## src/rtl/rtc_pkg.sv

```systemverilog
package rtc_pkg;

  typedef enum logic [2:0] {
    FLD_SEC   = 3'd0,
    FLD_MIN   = 3'd1,
    FLD_HOUR  = 3'd2,
    FLD_DOW   = 3'd3,
    FLD_DATE  = 3'd4,
    FLD_MONTH = 3'd5,
    FLD_YEAR  = 3'd6,
    FLD_NONE  = 3'd7
  } fld_e;

  localparam logic [7:0] SEC_MASK   = 8'h7F;
  localparam logic [7:0] MIN_MASK   = 8'h7F;
  localparam logic [7:0] HOUR_MASK  = 8'h7F;
  localparam logic [7:0] DOW_MASK   = 8'h07;
  localparam logic [7:0] DATE_MASK  = 8'h3F;
  localparam logic [7:0] MONTH_MASK = 8'h1F;
  localparam logic [7:0] YEAR_MASK  = 8'hFF;

  // Two-digit BCD increment; 99 wraps to 00.
  function automatic logic [7:0] bcd_inc(input logic [7:0] v);
    logic [3:0] lo;
    logic [3:0] hi;
    if (v[3:0] >= 4'd9) begin
      lo = 4'd0;
      hi = (v[7:4] >= 4'd9) ? 4'd0 : v[7:4] + 4'd1;
    end else begin
      lo = v[3:0] + 4'd1;
      hi = v[7:4];
    end
    return {hi, lo};
  endfunction

  // BCD year divisible by 4: even tens need units 0/4/8, odd tens need 2/6.
  function automatic logic bcd_leap(input logic [7:0] y);
    if (y[4] == 1'b0)
      return (y[3:0] == 4'd0) || (y[3:0] == 4'd4) || (y[3:0] == 4'd8);
    else
      return (y[3:0] == 4'd2) || (y[3:0] == 4'd6);
  endfunction

  function automatic logic [7:0] month_last(input logic [7:0] mo, input logic [7:0] y);
    case (mo)
      8'h02:                      return bcd_leap(y) ? 8'h29 : 8'h28;
      8'h04, 8'h06, 8'h09, 8'h11: return 8'h30;
      default:                    return 8'h31;
    endcase
  endfunction

endpackage

```

## src/rtl/rtc_time_chain.sv

```systemverilog
module rtc_time_chain
  import rtc_pkg::*;
(
  input  logic       clk,
  input  logic       rst_n,
  input  logic       tick,
  input  logic       wr_en,
  input  fld_e       wr_sel,
  input  logic [7:0] wr_data,
  output logic [7:0] sec_q,
  output logic [7:0] min_q,
  output logic [7:0] hour_q,
  output logic       day_carry
);

  logic       step, min_inc, hour_inc, hour_end;
  logic       sec_en, min_en, hour_en;
  logic [7:0] sec_nxt, min_nxt, hour_nxt, hour_adv;
  logic [7:0] inc_h;
  logic       is12, pm;

  assign step     = tick & ~wr_en;
  assign min_inc  = step & (sec_q == 8'h59);
  assign hour_inc = min_inc & (min_q == 8'h59);
  assign is12     = hour_q[6];
  assign pm       = hour_q[5];
  assign hour_end = is12 ? (hour_q[5:0] == 6'h31) : (hour_q[5:0] == 6'h23);
  assign day_carry = hour_inc & hour_end;

  always_comb begin
    inc_h = 8'h00;
    if (is12) begin
      inc_h = bcd_inc({3'b000, hour_q[4:0]});
      if (hour_q[4:0] == 5'h12)      hour_adv = {2'b01, pm, 5'h01};
      else if (hour_q[4:0] == 5'h11) hour_adv = {2'b01, ~pm, 5'h12};
      else                           hour_adv = {2'b01, pm, inc_h[4:0]};
    end else begin
      inc_h = bcd_inc({2'b00, hour_q[5:0]});
      if (hour_q[5:0] == 6'h23)      hour_adv = 8'h00;
      else                           hour_adv = {2'b00, inc_h[5:0]};
    end
  end

  always_comb begin
    sec_en   = wr_en ? (wr_sel == FLD_SEC)  : step;
    min_en   = wr_en ? (wr_sel == FLD_MIN)  : min_inc;
    hour_en  = wr_en ? (wr_sel == FLD_HOUR) : hour_inc;
    sec_nxt  = wr_en ? (wr_data & SEC_MASK)  : ((sec_q == 8'h59) ? 8'h00 : bcd_inc(sec_q));
    min_nxt  = wr_en ? (wr_data & MIN_MASK)  : ((min_q == 8'h59) ? 8'h00 : bcd_inc(min_q));
    hour_nxt = wr_en ? (wr_data & HOUR_MASK) : hour_adv;
  end

  always_ff @(posedge clk or negedge rst_n) begin
    if (!rst_n) begin
      sec_q  <= 8'h00;
      min_q  <= 8'h00;
      hour_q <= 8'h00;
    end else begin
      if (sec_en)  sec_q  <= sec_nxt;
      if (min_en)  min_q  <= min_nxt;
      if (hour_en) hour_q <= hour_nxt;
    end
  end

  a_r2_sec_wrap: assert property (@(posedge clk) disable iff (!rst_n)
    (step && sec_q == 8'h59) |=> (sec_q == 8'h00));

  a_r4_pm_flips_at_eleven: assert property (@(posedge clk) disable iff (!rst_n)
    (hour_inc && hour_q[6] && hour_q[4:0] == 5'h11) |=> (hour_q[5] != $past(hour_q[5])));

  a_r10_write_holds_sec: assert property (@(posedge clk) disable iff (!rst_n)
    (wr_en && wr_sel != FLD_SEC) |=> $stable(sec_q));

  a_r9_min_load: assert property (@(posedge clk) disable iff (!rst_n)
    (wr_en && wr_sel == FLD_MIN) |=> (min_q == ($past(wr_data) & MIN_MASK)));

endmodule

```

## src/rtl/rtc_date_chain.sv

```systemverilog
module rtc_date_chain
  import rtc_pkg::*;
(
  input  logic       clk,
  input  logic       rst_n,
  input  logic       day_carry,
  input  logic       wr_en,
  input  fld_e       wr_sel,
  input  logic [7:0] wr_data,
  output logic [7:0] dow_q,
  output logic [7:0] date_q,
  output logic [7:0] month_q,
  output logic [7:0] year_q
);

  logic       date_end, month_inc, year_inc;
  logic       dow_en, date_en, month_en, year_en;
  logic [7:0] dow_nxt, date_nxt, month_nxt, year_nxt;

  assign date_end  = (date_q == month_last(month_q, year_q));
  assign month_inc = day_carry & date_end;
  assign year_inc  = month_inc & (month_q == 8'h12);

  always_comb begin
    dow_en    = wr_en ? (wr_sel == FLD_DOW)   : day_carry;
    date_en   = wr_en ? (wr_sel == FLD_DATE)  : day_carry;
    month_en  = wr_en ? (wr_sel == FLD_MONTH) : month_inc;
    year_en   = wr_en ? (wr_sel == FLD_YEAR)  : year_inc;
    dow_nxt   = wr_en ? (wr_data & DOW_MASK)   : ((dow_q == 8'h07) ? 8'h01 : dow_q + 8'h01);
    date_nxt  = wr_en ? (wr_data & DATE_MASK)  : (date_end ? 8'h01 : bcd_inc(date_q));
    month_nxt = wr_en ? (wr_data & MONTH_MASK) : ((month_q == 8'h12) ? 8'h01 : bcd_inc(month_q));
    year_nxt  = wr_en ? (wr_data & YEAR_MASK)  : bcd_inc(year_q);
  end

  always_ff @(posedge clk or negedge rst_n) begin
    if (!rst_n) begin
      dow_q   <= 8'h01;
      date_q  <= 8'h01;
      month_q <= 8'h01;
      year_q  <= 8'h00;
    end else begin
      if (dow_en)   dow_q   <= dow_nxt;
      if (date_en)  date_q  <= date_nxt;
      if (month_en) month_q <= month_nxt;
      if (year_en)  year_q  <= year_nxt;
    end
  end

  a_r5_dow_wrap: assert property (@(posedge clk) disable iff (!rst_n)
    (day_carry && !wr_en && dow_q == 8'h07) |=> (dow_q == 8'h01));

  a_r6_month_end_wrap: assert property (@(posedge clk) disable iff (!rst_n)
    (day_carry && !wr_en && date_end) |=> (date_q == 8'h01));

  a_r10_write_holds_year: assert property (@(posedge clk) disable iff (!rst_n)
    (wr_en && wr_sel != FLD_YEAR) |=> $stable(year_q));

endmodule

```

## src/rtl/rtc_sqw_gen.sv

```systemverilog
module rtc_sqw_gen #(
  parameter int HALF_PERIOD_CLKS = 16384
) (
  input  logic clk,
  input  logic rst_n,
  input  logic tick,
  input  logic en,
  output logic sqw,
  output logic sqw_oe
);

  localparam int CW = $clog2(HALF_PERIOD_CLKS + 1);

  logic [CW-1:0] cnt_q, cnt_nxt;
  logic          lvl_q, lvl_nxt;
  logic          upd;

  always_comb begin
    upd     = tick | lvl_q;
    cnt_nxt = tick ? CW'(HALF_PERIOD_CLKS) : cnt_q - CW'(1);
    lvl_nxt = tick ? 1'b1 : (cnt_q != CW'(1));
  end

  always_ff @(posedge clk or negedge rst_n) begin
    if (!rst_n) begin
      cnt_q <= '0;
      lvl_q <= 1'b0;
    end else if (upd) begin
      cnt_q <= cnt_nxt;
      lvl_q <= lvl_nxt;
    end
  end

  assign sqw    = lvl_q;
  assign sqw_oe = en;

  a_r11_rise_on_tick: assert property (@(posedge clk) disable iff (!rst_n)
    tick |=> lvl_q);

  a_r11_fall_after_half: assert property (@(posedge clk) disable iff (!rst_n)
    (!tick && lvl_q && cnt_q == CW'(1)) |=> !lvl_q);

endmodule

```

## src/rtl/rtc_calendar_core.sv

```systemverilog
module rtc_calendar_core
  import rtc_pkg::*;
#(
  parameter int HALF_PERIOD_CLKS = 16384
) (
  input  logic       clk,
  input  logic       rst_n,
  input  logic       tick_1hz,
  input  logic       wr_en,
  input  logic [2:0] wr_addr,
  input  logic [7:0] wr_data,
  input  logic       sqw_en,
  output logic [7:0] sec_o,
  output logic [7:0] min_o,
  output logic [7:0] hour_o,
  output logic [7:0] dow_o,
  output logic [7:0] date_o,
  output logic [7:0] month_o,
  output logic [7:0] year_o,
  output logic       sqw_o,
  output logic       sqw_oe
);

  logic [1:0] rst_pipe;
  logic       rst_sync_n;
  logic       day_carry;
  fld_e       wr_sel;

  always_ff @(posedge clk or negedge rst_n) begin
    if (!rst_n) rst_pipe <= 2'b00;
    else        rst_pipe <= {rst_pipe[0], 1'b1};
  end
  assign rst_sync_n = rst_pipe[1];

  assign wr_sel = fld_e'(wr_addr);

  rtc_time_chain u_time (
    .clk       (clk),
    .rst_n     (rst_sync_n),
    .tick      (tick_1hz),
    .wr_en     (wr_en),
    .wr_sel    (wr_sel),
    .wr_data   (wr_data),
    .sec_q     (sec_o),
    .min_q     (min_o),
    .hour_q    (hour_o),
    .day_carry (day_carry)
  );

  rtc_date_chain u_date (
    .clk       (clk),
    .rst_n     (rst_sync_n),
    .day_carry (day_carry),
    .wr_en     (wr_en),
    .wr_sel    (wr_sel),
    .wr_data   (wr_data),
    .dow_q     (dow_o),
    .date_q    (date_o),
    .month_q   (month_o),
    .year_q    (year_o)
  );

  rtc_sqw_gen #(.HALF_PERIOD_CLKS(HALF_PERIOD_CLKS)) u_sqw (
    .clk    (clk),
    .rst_n  (rst_sync_n),
    .tick   (tick_1hz),
    .en     (sqw_en),
    .sqw    (sqw_o),
    .sqw_oe (sqw_oe)
  );

  a_r1_unused_sel_no_change: assert property (@(posedge clk) disable iff (!rst_sync_n)
    (wr_en && wr_addr == 3'd7) |=> ($stable(sec_o) && $stable(hour_o) && $stable(date_o)));

endmodule

```

## config.mk

```make
export PLATFORM = sky130hd
export DESIGN_NAME = rtc_calendar_core
export DESIGN_NICKNAME = d
export VERILOG_FILES = /design/src/rtl/rtc_pkg.sv /design/src/rtl/rtc_time_chain.sv /design/src/rtl/rtc_date_chain.sv /design/src/rtl/rtc_sqw_gen.sv /design/src/rtl/rtc_calendar_core.sv
export SDC_FILE = /design/constraint.sdc
export NUM_CORES = 1
export LEC_CHECK = 0
export CAP_MARGIN = 20
export CORE_MARGIN = 2
export CORE_UTILIZATION = 55
export CTS_CLUSTER_SIZE = 25
export DETAILED_ROUTE_END_ITERATION = 8
export DONT_BUFFER_PORTS = 1
export GPL_TIMING_DRIVEN = 0
export PLACE_DENSITY_LB_ADDON = 0.1
export SLEW_MARGIN = 10
export SYNTH_ARGS = -nofsm -noshare
export SYNTH_HDL_FRONTEND = slang
export SYNTH_HIERARCHICAL = 1
export SYNTH_SLANG_ARGS = --single-unit
export TNS_END_PERCENT = 20
```

## constraint.sdc

```tcl
create_clock -name clk -period 2.8 [get_ports clk]
set_clock_uncertainty 0.15 [all_clocks]
set_input_delay 0.14 -clock clk [delete_from_list [all_inputs] [get_ports clk]]
set_output_delay 0.14 -clock clk [all_outputs]
set_load 0.005 [all_outputs]
```

==> results.md <==
- Ranking of synthesized cells by area: dfrtp_1 (34%), ha_1 (10%), inv_1 (3.3%), nor2_1 (3.3%), nand2_1 (3.0%)
- Router iterations before antenna repair: 5
- Reg2reg start: u_date/month_q[0]
- Outcome: finished clean
- CP Capture Type: register
- Gpl congestion: 0.870
- Largest net degree at the start of global routing: 41
- Crit Path Max Fanout: 7
- Post-synth EDFFs: 0
- Hold Path Origin: tick_1hz
- Pwr/cell area: 729 nW/um^2
- Post-synth cell types: 86
- Seq pwr share: 44.2%
- Io pins: 74
- Least-Margin Pin Slew: 0.736 ns
- Inserted Diodes: 0
- Total gr overflow: 0
- CTS tree: built
- RSZ-0062 raised after global routing: yes
- Syn_nets: 616
- # fillers: 746
- Crit Reg-Reg Endpoint: u_date/date_q[5]
- Hold crit path type: input port to register
- Slew headroom: 50.8%
- Final count of hold timing violations: 0
- Area Overhead vs Synth: 13.6%
- Setup CP Type: register to register
- FF/Latch Area: 1840 sq um
- Initial Utilization: 56.3%
- Avg Inst Size Synth: 9.23 sq um
- Sw Pwr: 0.00178 W
- Initial antenna violation count: 0
- Gate count after technology mapping: 558
- Area occupied by multi-input gates: 3160 sq um
- Max IR drop VDD: 0.427 mV
- Post-DP HPWL: 9.10 mm
- Via count: 4431
- Clock network fraction of total power: 19.0%
- Max-Cap Viols: 0
- Vias per cell: 6.24
- Top-area cell type share of the netlist area: 34.0%
- Rows: 35
- Core ar.: 9150 sq um
- Setup TNS: 0 ns
- Bufs on Longest Clock Path: 2
- Comb pwr share: 36.8%
- First-pass GRT wire length: 21.2 mm
- Sequential area share after synthesis: 35.5%
- Hold depth: 3
- Die width: 101 um
- Synth Flop Type: dfrtp_1
- Async S/R FF share, synth: 100%
- DRC Markers: 0
- Reg2reg setup slack: 0.02 ns
- CTS Sinks: 73
- Reg clk slew, reported paths: 0.09 ns
- Final Max Tran Viols: 0
- Die Y: 101 um
- DR WL/cell: 18.0 um
- Total routed wirelength: 12.8 mm
- CP arrival: 2.87 ns
- Layout cells sized above 1: 16.0%
- Initial DRC count: 235
- Endpoints failing setup: 0
- PortBufs: 0
- Post-route minimum period: 2.78 ns
- Final antenna-violating net count: 0
- Pwr Total: 0.00427 W
- Pre-CTS setup slack: -0.620 ns
- CP required: 2.89 ns
- Sw frac: 41.6%
- Worst-Skew Late Latency: 0.35 ns
- Pleak: 2.57 nW
- Global Route Usage Sum: 25.9%
- Synth warnings: 6
- Area leader, netlist: dfrtp_1
- Final setup slack of the worst path: 0.0248 ns
- R2R depth: 8
- Max Clk Rate: 0.360 GHz
- CP startpoint kind: register
- Hold path endpoint: u_sqw/cnt_q[14]
- Internal Pwr Total: 0.00249 W
- Htree depth: 3
- Root buffer cell: clkbuf_8
- Register bit count reported by yosys: 73
- Number of global-route vias before repair: 4250
- Final worst path period share: 99.1%
- Total clock buffers created by CTS: 9
- Nets: 652
- Post-Syn Area: 5150 sq um
- Die area: 10200 sq um
what timing repair did:
item | 4_1_cts | 5_1_grt
buffers inserted | 9 | 1
hold buffers | 15 | 0
endpoints found under the hold margin | 39 | 0
pin swaps | 7 | 6
gates cloned | 0 | 0
gates resized for setup | 20 | 14
setup endpoints to repair | 31 | 24
cell usage after synthesis (4+ instances only):
library cell,count
dfrtp_1,70
inv_1,45
nor2_1,45
ha_1,42
nand2_1,41
o21ai_0,29
a21oi_1,26
nand3_1,15
a31oi_1,13
and3_1,12
mux2_2,10
nor2b_1,9
nor3_1,9
nor4_1,9
o31ai_1,9
clkbuf_1,8
or3_1,7
a21boi_0,6
nor3b_1,6
o22ai_1,6
o41ai_1,6
or4_1,6
a21oi_2,5
a22o_1,5
a32oi_1,5
nand2b_1,5
a221oi_1,4
mux2_1,4
mux2i_1,4
nand3b_1,4
nand4bb_1,4
o21ai_1,4
worst max path at each step:
stage               cells past startpoint                 to  slack [ns]         startpoint
finish                                  8   u_date/date_q[5]        0.02  u_date/month_q[0]
global route                            8   u_date/year_q[0]       -0.11  u_date/month_q[0]
CTS                                     8   u_date/date_q[4]      -0.005  u_date/month_q[0]
detailed placement                     11  u_date/month_q[4]       -0.62    u_time/sec_q[1]
global placement                       11  u_date/month_q[4]       -0.62    u_time/sec_q[1]
floorplan                              11  u_date/month_q[4]        0.06    u_time/sec_q[5]
sequential cells by signal, indices dropped and copies added, names as in the netlist, 7 cells and up:
register,count
u_date/date_q,8
u_date/dow_q,8
u_date/month_q,8
u_date/year_q,8
u_sqw/cnt_q,15
u_time/hour_q,7
u_time/min_q,8
u_time/sec_q,8
stage by stage:
stage,hold slack (ns),cell area [sq um],cells,util (%)
floorplan,-0.306,5150,558,-
global placement,-0.306,5290,669,57.8
detailed placement,-0.306,5320,670,58.1
CTS,0.00195,5790,710,63.2
global route,0.0264,5850,710,63.9
finish,0.0141,5850,710,63.9
cell type report:
class	instances	area share, %
multi-input cells	421	54.0
flip-flops and latches	73	31.5
repair buffers	26	4.25
inverters	47	3.06
well taps	111	2.37
clock buffers	11	2.25
plain buffers	16	1.65
clock inverters	5	0.984
critical path: stages, from the launching register on:
cell,delay [ns]
dfstp_2,0.64
inv_4,0.07
ha_4,0.17
and3_1,0.16
or3_1,0.33
a31o_4,0.28
or3_4,0.38
a21oi_4,0.15
mux2_2,0.34
layer usage:
layer	routed length, um	track usage [%]	share of wire [%]
met5	0	0	0
met4	201	7.90	1.6
met3	800	6.10	6.2
met2	5840	39.4	46
met1	5970	36.7	47
cells in the final DEF (no fill, tap or decap), drive strengths merged, types with 5 or more instances in the layout:
master       count
o21ai           33
or4              6
nand3           15
o41ai            7
o31ai            9
nor3b            6
dfrtp           70
nand2           41
nand2b           5
mux2            16
or3              8
a32oi            5
a21boi           7
inv             47
nor2b            9
buf             17
a22o             5
dlygate4sd3     15
clkbuf          21
ha              42
nor4            11
nor3            11
a31oi           14
and3            12
o22ai            6
a21oi           32
nor2            47
cell families (layout without fill, tap and decap cells):
logic type      Yosys count  count (layout)  synth area share (%)
mux                      20              20                  4.42
simple gates            197             197                  22.3
compound gates          155             155                  21.2
flops                    73              73                  35.5
fa+ha+maj                42              42                  10.2
xor+xnor                  5               5                 0.850
other cells               2               2                 0.146
buf+inv                  64             105                  5.34
power groups by stage:
stage / Clock [W] / Sequential [W] / Combinational (W)
floorplan: 0 / 0.00173 / 0.00119
global placement: 0 / 0.00187 / 0.00137
detailed placement: 0 / 0.00188 / 0.00145
CTS: 0.000839 / 0.00187 / 0.00151
global route: 0.000870 / 0.00196 / 0.00178
finish: 0.000812 / 0.00188 / 0.00157
Note: power is estimated with default switching activity, not from simulation.
